File: src/rtl/pbus_pkg.sv
package pbus_pkg;
   typedef enum logic [1:0] {
      OP_CMD  = 2'b00,
      OP_DATA = 2'b01,
      OP_ID   = 2'b10,
      OP_RSV  = 2'b11
   } pbus_op_e;

   typedef enum logic [1:0] {
      PH_IDLE,
      PH_SETUP,
      PH_STROBE,
      PH_HOLD
   } pbus_phase_e;
endpackage

File: src/rtl/pbus_timer.sv
// Phase length counter: after load, last is high in the L-th cycle (L = max(val,1)).
module pbus_timer #(
   parameter int CNT_W = 4
) (
   input  logic             clk,
   input  logic             rst_n,
   input  logic             load,
   input  logic [CNT_W-1:0] load_val,
   output logic             last
);
   if (CNT_W < 1) begin : g_bad_cnt
      $error("pbus_timer: CNT_W must be at least 1");
   end

   logic [CNT_W-1:0] cnt_q;

   always_ff @(posedge clk) begin
      if (!rst_n)
         cnt_q <= '0;
      else if (load)
         cnt_q <= (load_val == '0) ? CNT_W'(1) : load_val;
      else if (cnt_q > CNT_W'(1))
         cnt_q <= cnt_q - CNT_W'(1);
   end

   assign last = (cnt_q == CNT_W'(1));

   // a loaded phase counts down and never rests above one without loading
   assert_count_down_R4: assert property (@(posedge clk) disable iff (!rst_n)
      (!load && cnt_q > CNT_W'(1)) |=> (cnt_q == $past(cnt_q) - CNT_W'(1)));
endmodule

File: src/rtl/pbus_idpack.sv
// Byte lane shifter: each shift moves lanes up one position and inserts the new byte at lane 0.
module pbus_idpack #(
   parameter int LANES = 4
) (
   input  logic               clk,
   input  logic               rst_n,
   input  logic               clr,
   input  logic               shift,
   input  logic [7:0]         byte_in,
   output logic [8*LANES-1:0] value
);
   if (LANES < 1) begin : g_bad_lanes
      $error("pbus_idpack: LANES must be at least 1");
   end

   logic [7:0] lane_q [LANES];

   for (genvar i = 0; i < LANES; i++) begin : g_lane
      if (i == 0) begin : g_first
         always_ff @(posedge clk) begin
            if (!rst_n || clr) lane_q[i] <= '0;
            else if (shift)    lane_q[i] <= byte_in;
         end
      end else begin : g_rest
         always_ff @(posedge clk) begin
            if (!rst_n || clr) lane_q[i] <= '0;
            else if (shift)    lane_q[i] <= lane_q[i-1];
         end
      end
      assign value[8*i +: 8] = lane_q[i];
   end

   // a shift places the new byte in the lowest lane
   assert_low_lane_R6: assert property (@(posedge clk) disable iff (!rst_n)
      (shift && !clr) |=> (value[7:0] == $past(byte_in)));
endmodule

File: src/rtl/pbus_host.sv
module pbus_host
   import pbus_pkg::*;
#(
   parameter int                BUS_W            = 16,
   parameter int                CMD_W            = 8,
   parameter int                CNT_W            = 4,
   parameter int                MAX_ID_BYTES     = 4,
   parameter int                ID_DEFAULT_BYTES = 3,
   parameter logic [CMD_W-1:0]  ID_CMD           = 8'h04,
   parameter logic [31:0]       ID_ABSENT        = 32'h0004_0404,
   localparam int               ID_W             = 8 * MAX_ID_BYTES,
   localparam int               NB_W             = $clog2(MAX_ID_BYTES + 1),
   localparam int               STEP_W           = $clog2(MAX_ID_BYTES + 2)
) (
   input  logic              clk,
   input  logic              rst_n,
   input  logic              req_valid,
   input  logic [1:0]        req_op,
   input  logic [BUS_W-1:0]  req_wdata,
   input  logic [NB_W-1:0]   req_nbytes,
   input  logic [CNT_W-1:0]  cfg_addr_setup,
   input  logic [CNT_W-1:0]  cfg_data_setup,
   output logic              busy,
   output logic              done,
   output logic [ID_W-1:0]   rd_value,
   output logic              no_display,
   output logic              lcd_cs_n,
   output logic              lcd_rs,
   output logic              lcd_wr_n,
   output logic              lcd_rd_n,
   output logic [BUS_W-1:0]  lcd_d_o,
   output logic              lcd_d_oe,
   input  logic [7:0]        lcd_d_i
);
   if (BUS_W < CMD_W || BUS_W < 8) begin : g_bad_bus
      $error("pbus_host: BUS_W must hold a command and a byte");
   end
   if (MAX_ID_BYTES < 1 || ID_DEFAULT_BYTES < 1 || ID_DEFAULT_BYTES > MAX_ID_BYTES) begin : g_bad_id
      $error("pbus_host: identification byte counts out of range");
   end

   pbus_phase_e         ph_q;
   pbus_op_e            op_q;
   pbus_op_e            req_op_e;
   logic [BUS_W-1:0]    wd_q;
   logic [STEP_W-1:0]   step_q, last_q;
   logic                done_q, nodisp_q;
   logic [NB_W-1:0]     nb_eff;
   logic                accept, is_read, t_load, t_last, pk_shift, pk_clr;
   logic [CNT_W-1:0]    t_val;
   logic [ID_W-1:0]     id_val;

   assign req_op_e = pbus_op_e'(req_op);
   assign accept   = (ph_q == PH_IDLE) && req_valid && (req_op_e != OP_RSV);
   assign nb_eff   = (req_nbytes == '0 || int'(req_nbytes) > MAX_ID_BYTES)
                     ? NB_W'(ID_DEFAULT_BYTES) : req_nbytes;
   // bus cycle 0 of an identification read is the command write; the rest are reads
   assign is_read  = (op_q == OP_ID) && (step_q != '0);

   assign t_load   = accept
                   || (ph_q == PH_SETUP && t_last)
                   || (ph_q == PH_HOLD && step_q != last_q);
   assign t_val    = (ph_q == PH_SETUP) ? cfg_data_setup : cfg_addr_setup;
   // the dummy read is bus cycle 1; packing starts with bus cycle 2
   assign pk_shift = (ph_q == PH_STROBE) && t_last && is_read && (step_q >= STEP_W'(2));
   assign pk_clr   = accept && (req_op_e == OP_ID);

   pbus_timer #(.CNT_W(CNT_W)) u_timer (
      .clk      (clk),
      .rst_n    (rst_n),
      .load     (t_load),
      .load_val (t_val),
      .last     (t_last)
   );

   pbus_idpack #(.LANES(MAX_ID_BYTES)) u_pack (
      .clk     (clk),
      .rst_n   (rst_n),
      .clr     (pk_clr),
      .shift   (pk_shift),
      .byte_in (lcd_d_i),
      .value   (id_val)
   );

   always_ff @(posedge clk) begin
      if (!rst_n) begin
         ph_q     <= PH_IDLE;
         op_q     <= OP_CMD;
         wd_q     <= '0;
         step_q   <= '0;
         last_q   <= '0;
         done_q   <= 1'b0;
         nodisp_q <= 1'b0;
      end else begin
         done_q <= 1'b0;
         unique case (ph_q)
            PH_IDLE: if (accept) begin
               ph_q   <= PH_SETUP;
               op_q   <= req_op_e;
               step_q <= '0;
               last_q <= (req_op_e == OP_ID) ? STEP_W'(nb_eff) + STEP_W'(1) : '0;
               unique case (req_op_e)
                  OP_DATA: wd_q <= req_wdata;
                  OP_ID:   wd_q <= BUS_W'(ID_CMD);
                  default: wd_q <= BUS_W'(req_wdata[CMD_W-1:0]);
               endcase
            end
            PH_SETUP:  if (t_last) ph_q <= PH_STROBE;
            PH_STROBE: if (t_last) ph_q <= PH_HOLD;
            PH_HOLD: begin
               if (step_q == last_q) begin
                  ph_q   <= PH_IDLE;
                  done_q <= 1'b1;
                  if (op_q == OP_ID) nodisp_q <= (id_val == ID_W'(ID_ABSENT));
               end else begin
                  step_q <= step_q + STEP_W'(1);
                  ph_q   <= PH_SETUP;
               end
            end
            default: ph_q <= PH_IDLE;
         endcase
      end
   end

   assign busy       = (ph_q != PH_IDLE);
   assign done       = done_q;
   assign rd_value   = id_val;
   assign no_display = nodisp_q;
   assign lcd_cs_n   = (ph_q == PH_IDLE);
   assign lcd_rs     = !(op_q == OP_CMD || (op_q == OP_ID && step_q == '0));
   assign lcd_wr_n   = !((ph_q == PH_STROBE) && !is_read);
   assign lcd_rd_n   = !((ph_q == PH_STROBE) && is_read);
   assign lcd_d_oe   = (ph_q != PH_IDLE) && !is_read;
   assign lcd_d_o    = wd_q;

   // no strobe without chip select
   assert_strobe_in_cs_R10: assert property (@(posedge clk) disable iff (!rst_n)
      (!lcd_wr_n || !lcd_rd_n) |-> !lcd_cs_n);
   // bus released whenever the read strobe is low
   assert_read_released_R8: assert property (@(posedge clk) disable iff (!rst_n)
      !lcd_rd_n |-> !lcd_d_oe);
   // written data still driven and unchanged in the cycle the write strobe rises
   assert_write_hold_R4: assert property (@(posedge clk) disable iff (!rst_n)
      ($rose(lcd_wr_n) && !lcd_cs_n) |-> (lcd_d_oe && $stable(lcd_d_o)));
   // done is a single-cycle pulse outside the transaction
   assert_done_pulse_R9: assert property (@(posedge clk) disable iff (!rst_n)
      done |=> !done);
   assert_done_idle_R9: assert property (@(posedge clk) disable iff (!rst_n)
      done |-> (lcd_cs_n && !busy));
   // the flag moves only as an identification read completes
   assert_flag_update_R11: assert property (@(posedge clk) disable iff (!rst_n)
      !$stable(no_display) |-> (done && $past(op_q == OP_ID)));
endmodule

File: config.mk
export PLATFORM = sky130hd
export DESIGN_NAME = pbus_host
export DESIGN_NICKNAME = d
export VERILOG_FILES = /design/src/rtl/pbus_pkg.sv /design/src/rtl/pbus_timer.sv /design/src/rtl/pbus_idpack.sv /design/src/rtl/pbus_host.sv
export SDC_FILE = /design/constraint.sdc
export NUM_CORES = 1
export LEC_CHECK = 0
export ABC_CLOCK_PERIOD_IN_PS = 3030
export CORE_ASPECT_RATIO = 2
export CORE_UTILIZATION = 47
export DETAILED_ROUTE_END_ITERATION = 10
export PLACE_DENSITY_LB_ADDON = 0.3
export RECOVER_POWER = 50
export SYNTH_ARGS = -nofsm -noshare
export SYNTH_HDL_FRONTEND = slang
export SYNTH_HIERARCHICAL = 1
export SYNTH_SLANG_ARGS = --single-unit
File: constraint.sdc
create_clock -name clk -period 3.03 [get_ports clk]
set_input_delay 0.4545 -clock clk [delete_from_list [all_inputs] [get_ports clk]]
set_output_delay 0.4545 -clock clk [all_outputs]
set_load 0.02 [all_outputs]
==> metrics.yaml <==
total_leakage_power_nw: 1.850
grt_pass1_wl_um: 11820
cp_data_required_time_ps: 3260
synth_largest_area_cell: "edfxtp_1"
clock-skew-final_ps: 7.101
synth-compound-area-share: 0.08228
cts.clk_slew.worst_paths_ps: 50
path_cells: "dlygate4sd3_1 > buf_4 > clkbuf_1 > inv_1 > nor3_1"
setup_viol: 0
seq_area_frac_synth: 0.5063
fin_tns_setup_ps: 0
min_period_ps: 2600
cts_inserted_buffers: 9
wl_per_cell_um: 14.74
final_common_cell: "dlygate4sd3_1"
synth_cell_types: 47
drive_gt1_frac: 0.06566
ys_dominant_reg_cell: "edfxtp_1"
synthMuxAreaShare: 0.02373
run_status: "finished, final reports clean"
syn-instance-count: 300
ctsRootBufferMaster: "clkbuf_16"
end_kind: "flop"
grt_pass1_vias: 2645
yosys_register_bits: 64
drv_slew: 0
period_share: 0.8579
worst_pin_slew_ps: 873.9
synth-adder-area-share: 0.05538
die_x_um: 60.01
start_util: 0.4815
place.gp.congestion: 0.7912
first_pass_iters: 4
hold_path.class: "reg2reg"
tritoncts: "done"
synth.cell_area_um2: 3163
drt-initial-drc-count: 65
yosysTopAreaCellShare: 0.3038
worst_slack_ps: 430.5
die_area_um2: 7082
insertion_delay_ps: 320
cp.arrival_ps: 2830
timing_worst_setup_path_type: "in2reg"
crit_path_max_incr_delay_ps: 690
syn-num-nets: 354
hpwlAfterDp_um: 5460
synth-xor-area-share: 0.01384
synthSimpleGateAreaFrac: 0.2654
die_h_um: 118.0
synthArstFlopShare: 0
num_vias: 2631
max_freq_ghz: 0.3847
portBuffers: 95
rows: 42
rsz0062_at_grt: "false"
routed_via_density: 5.436
htreeDepth: 3
cts.sinks: 64
finalHoldViolCount: 0
core_area_um2: 6569
cellPowerDensity_nw_per_um2: 638.9
fin_nets: 445
grt_overflow_total: 0
grt_max_degree: 33
yosys-top-cells-area: "edfxtp_1, dfxtp_1, and4b_1"
ir_worst_vdd_mv: 0.4790
dpl_worst_slack_ps: 568.8
grt_use_total: 0.2206
cts_resized: 0
yosysWarnings: 6
synth_edf_count: 32
cp-start-kind: "input pin"
relSlewSlack: 0.4174
cp_slowest_cell: "clkbuf_1"
synthToLayoutAreaGrowth_pct: 39.68
grt_antenna_before_repair: 0
ant_nets: 0
antenna_cells: 0
ioPinCount: 96
avgSynthCellArea_um2: 10.54
synth_top_family_by_area: "simple AND/OR/NAND/NOR gates"
cts_setup_buffers: 0
drc: 0
crit_fanout: 27
wl_um: 7134
hold_buffers: 0
drv_cap: 0
clock_path_buffers: 2
final_cell_mix: "dlygate4sd3_1, clkdlybuf4s50_1, dfxtp_1, and4b_1, edfxtp_1"
-- worst max-delay path, delay by kind of cell --
kind	cells	cell delay [ps]
buf+inv	4	2070
simple gates	1	290
-- worst paths after layout --
kind                                                from                                end  slack (ps)  cells past startpoint
worst min register to register  lcd_d_o[14]$_SDFFE_PN0P_           lcd_d_o[14]$_SDFFE_PN0P_         450                      2
worst min-delay path            lcd_d_o[14]$_SDFFE_PN0P_           lcd_d_o[14]$_SDFFE_PN0P_         450                      2
worst max register to register      ph_q[0]$_SDFFE_PN0P_  u_pack/lane_q[3][5]$_SDFFCE_PN0P_         890                      6
worst max-delay path                               rst_n            lcd_d_o[2]$_SDFFE_PN0P_         430                      5
-- sequential cells by signal, indices dropped and copies added, names as in the netlist --
name	count
u_pack/lane_q	32
lcd_d_o	16
u_timer/cnt_q	4
last_q	3
step_q	3
op_q	2
ph_q	2
done	1
no_display	1
-- cell type report --
class	instances	area (µm²)
multi-input cells	198	1394
well taps	88	110.1
clock buffers	11	232.7
flip-flops and latches	64	1602
repair buffers	102	996.0
fillers	530	2151
inverters	16	60.06
clock inverters	5	23.77
-- Yosys cell counts (3+ instances only) --
master,n
nand2b_1,5
mux2i_1,3
o21ai_0,3
xor2_1,4
buf_2,11
ha_1,14
dfxtp_1,32
inv_1,16
nor4_1,6
nand3_1,25
mux2_2,4
nand4_1,5
nand2_1,28
nor2_1,10
edfxtp_1,32
nor4b_1,3
a21oi_1,22
or2_2,3
clkbuf_1,9
and4b_1,32
-- routing by layer --
metal  vias to the layer above  GRT usage  part of all wire
li1                       1294          -                 -
met1                      1251     0.2130              0.35
met2                        74     0.4229              0.60
met3                        12    0.04176             0.036
met4                         0    0.08721             0.018
met5                         -          0                 0
-- kinds of logic after synthesis --
logic type               count (synthesis)
XOR/XNOR                                 5
flip-flops                              64
AND/OR/NAND/NOR                        131
multiplexers                             7
buffers and inverters                   38
adder cells (fa/ha/maj)                 14
AO/OA/AOI/OAI                           41
-- stage by stage --
stage	power, mW	hold WS [ps]	cell area (µm²)	util	std cells
after global routing	2.974	463.8	4418	0.6726	484
final	2.822	446.3	4418	0.6726	484
after floorplan	1.672	443.6	3163	-	300
after CTS	2.876	451.9	4425	0.6737	484
after detailed placement	1.996	445.7	4169	0.6347	468
after global placement	1.980	441.2	4169	0.6347	468
-- where the power goes --
part | internal [mW] | total, mW | leakage [nW] | switching (mW)
combinational | 0.393 | 0.861 | 1.13 | 0.468
clock | 0.542 | 0.870 | 0.122 | 0.328
sequential | 1.00 | 1.09 | 0.594 | 0.0868
No activity file was read; power rests on OpenSTA's default activity.
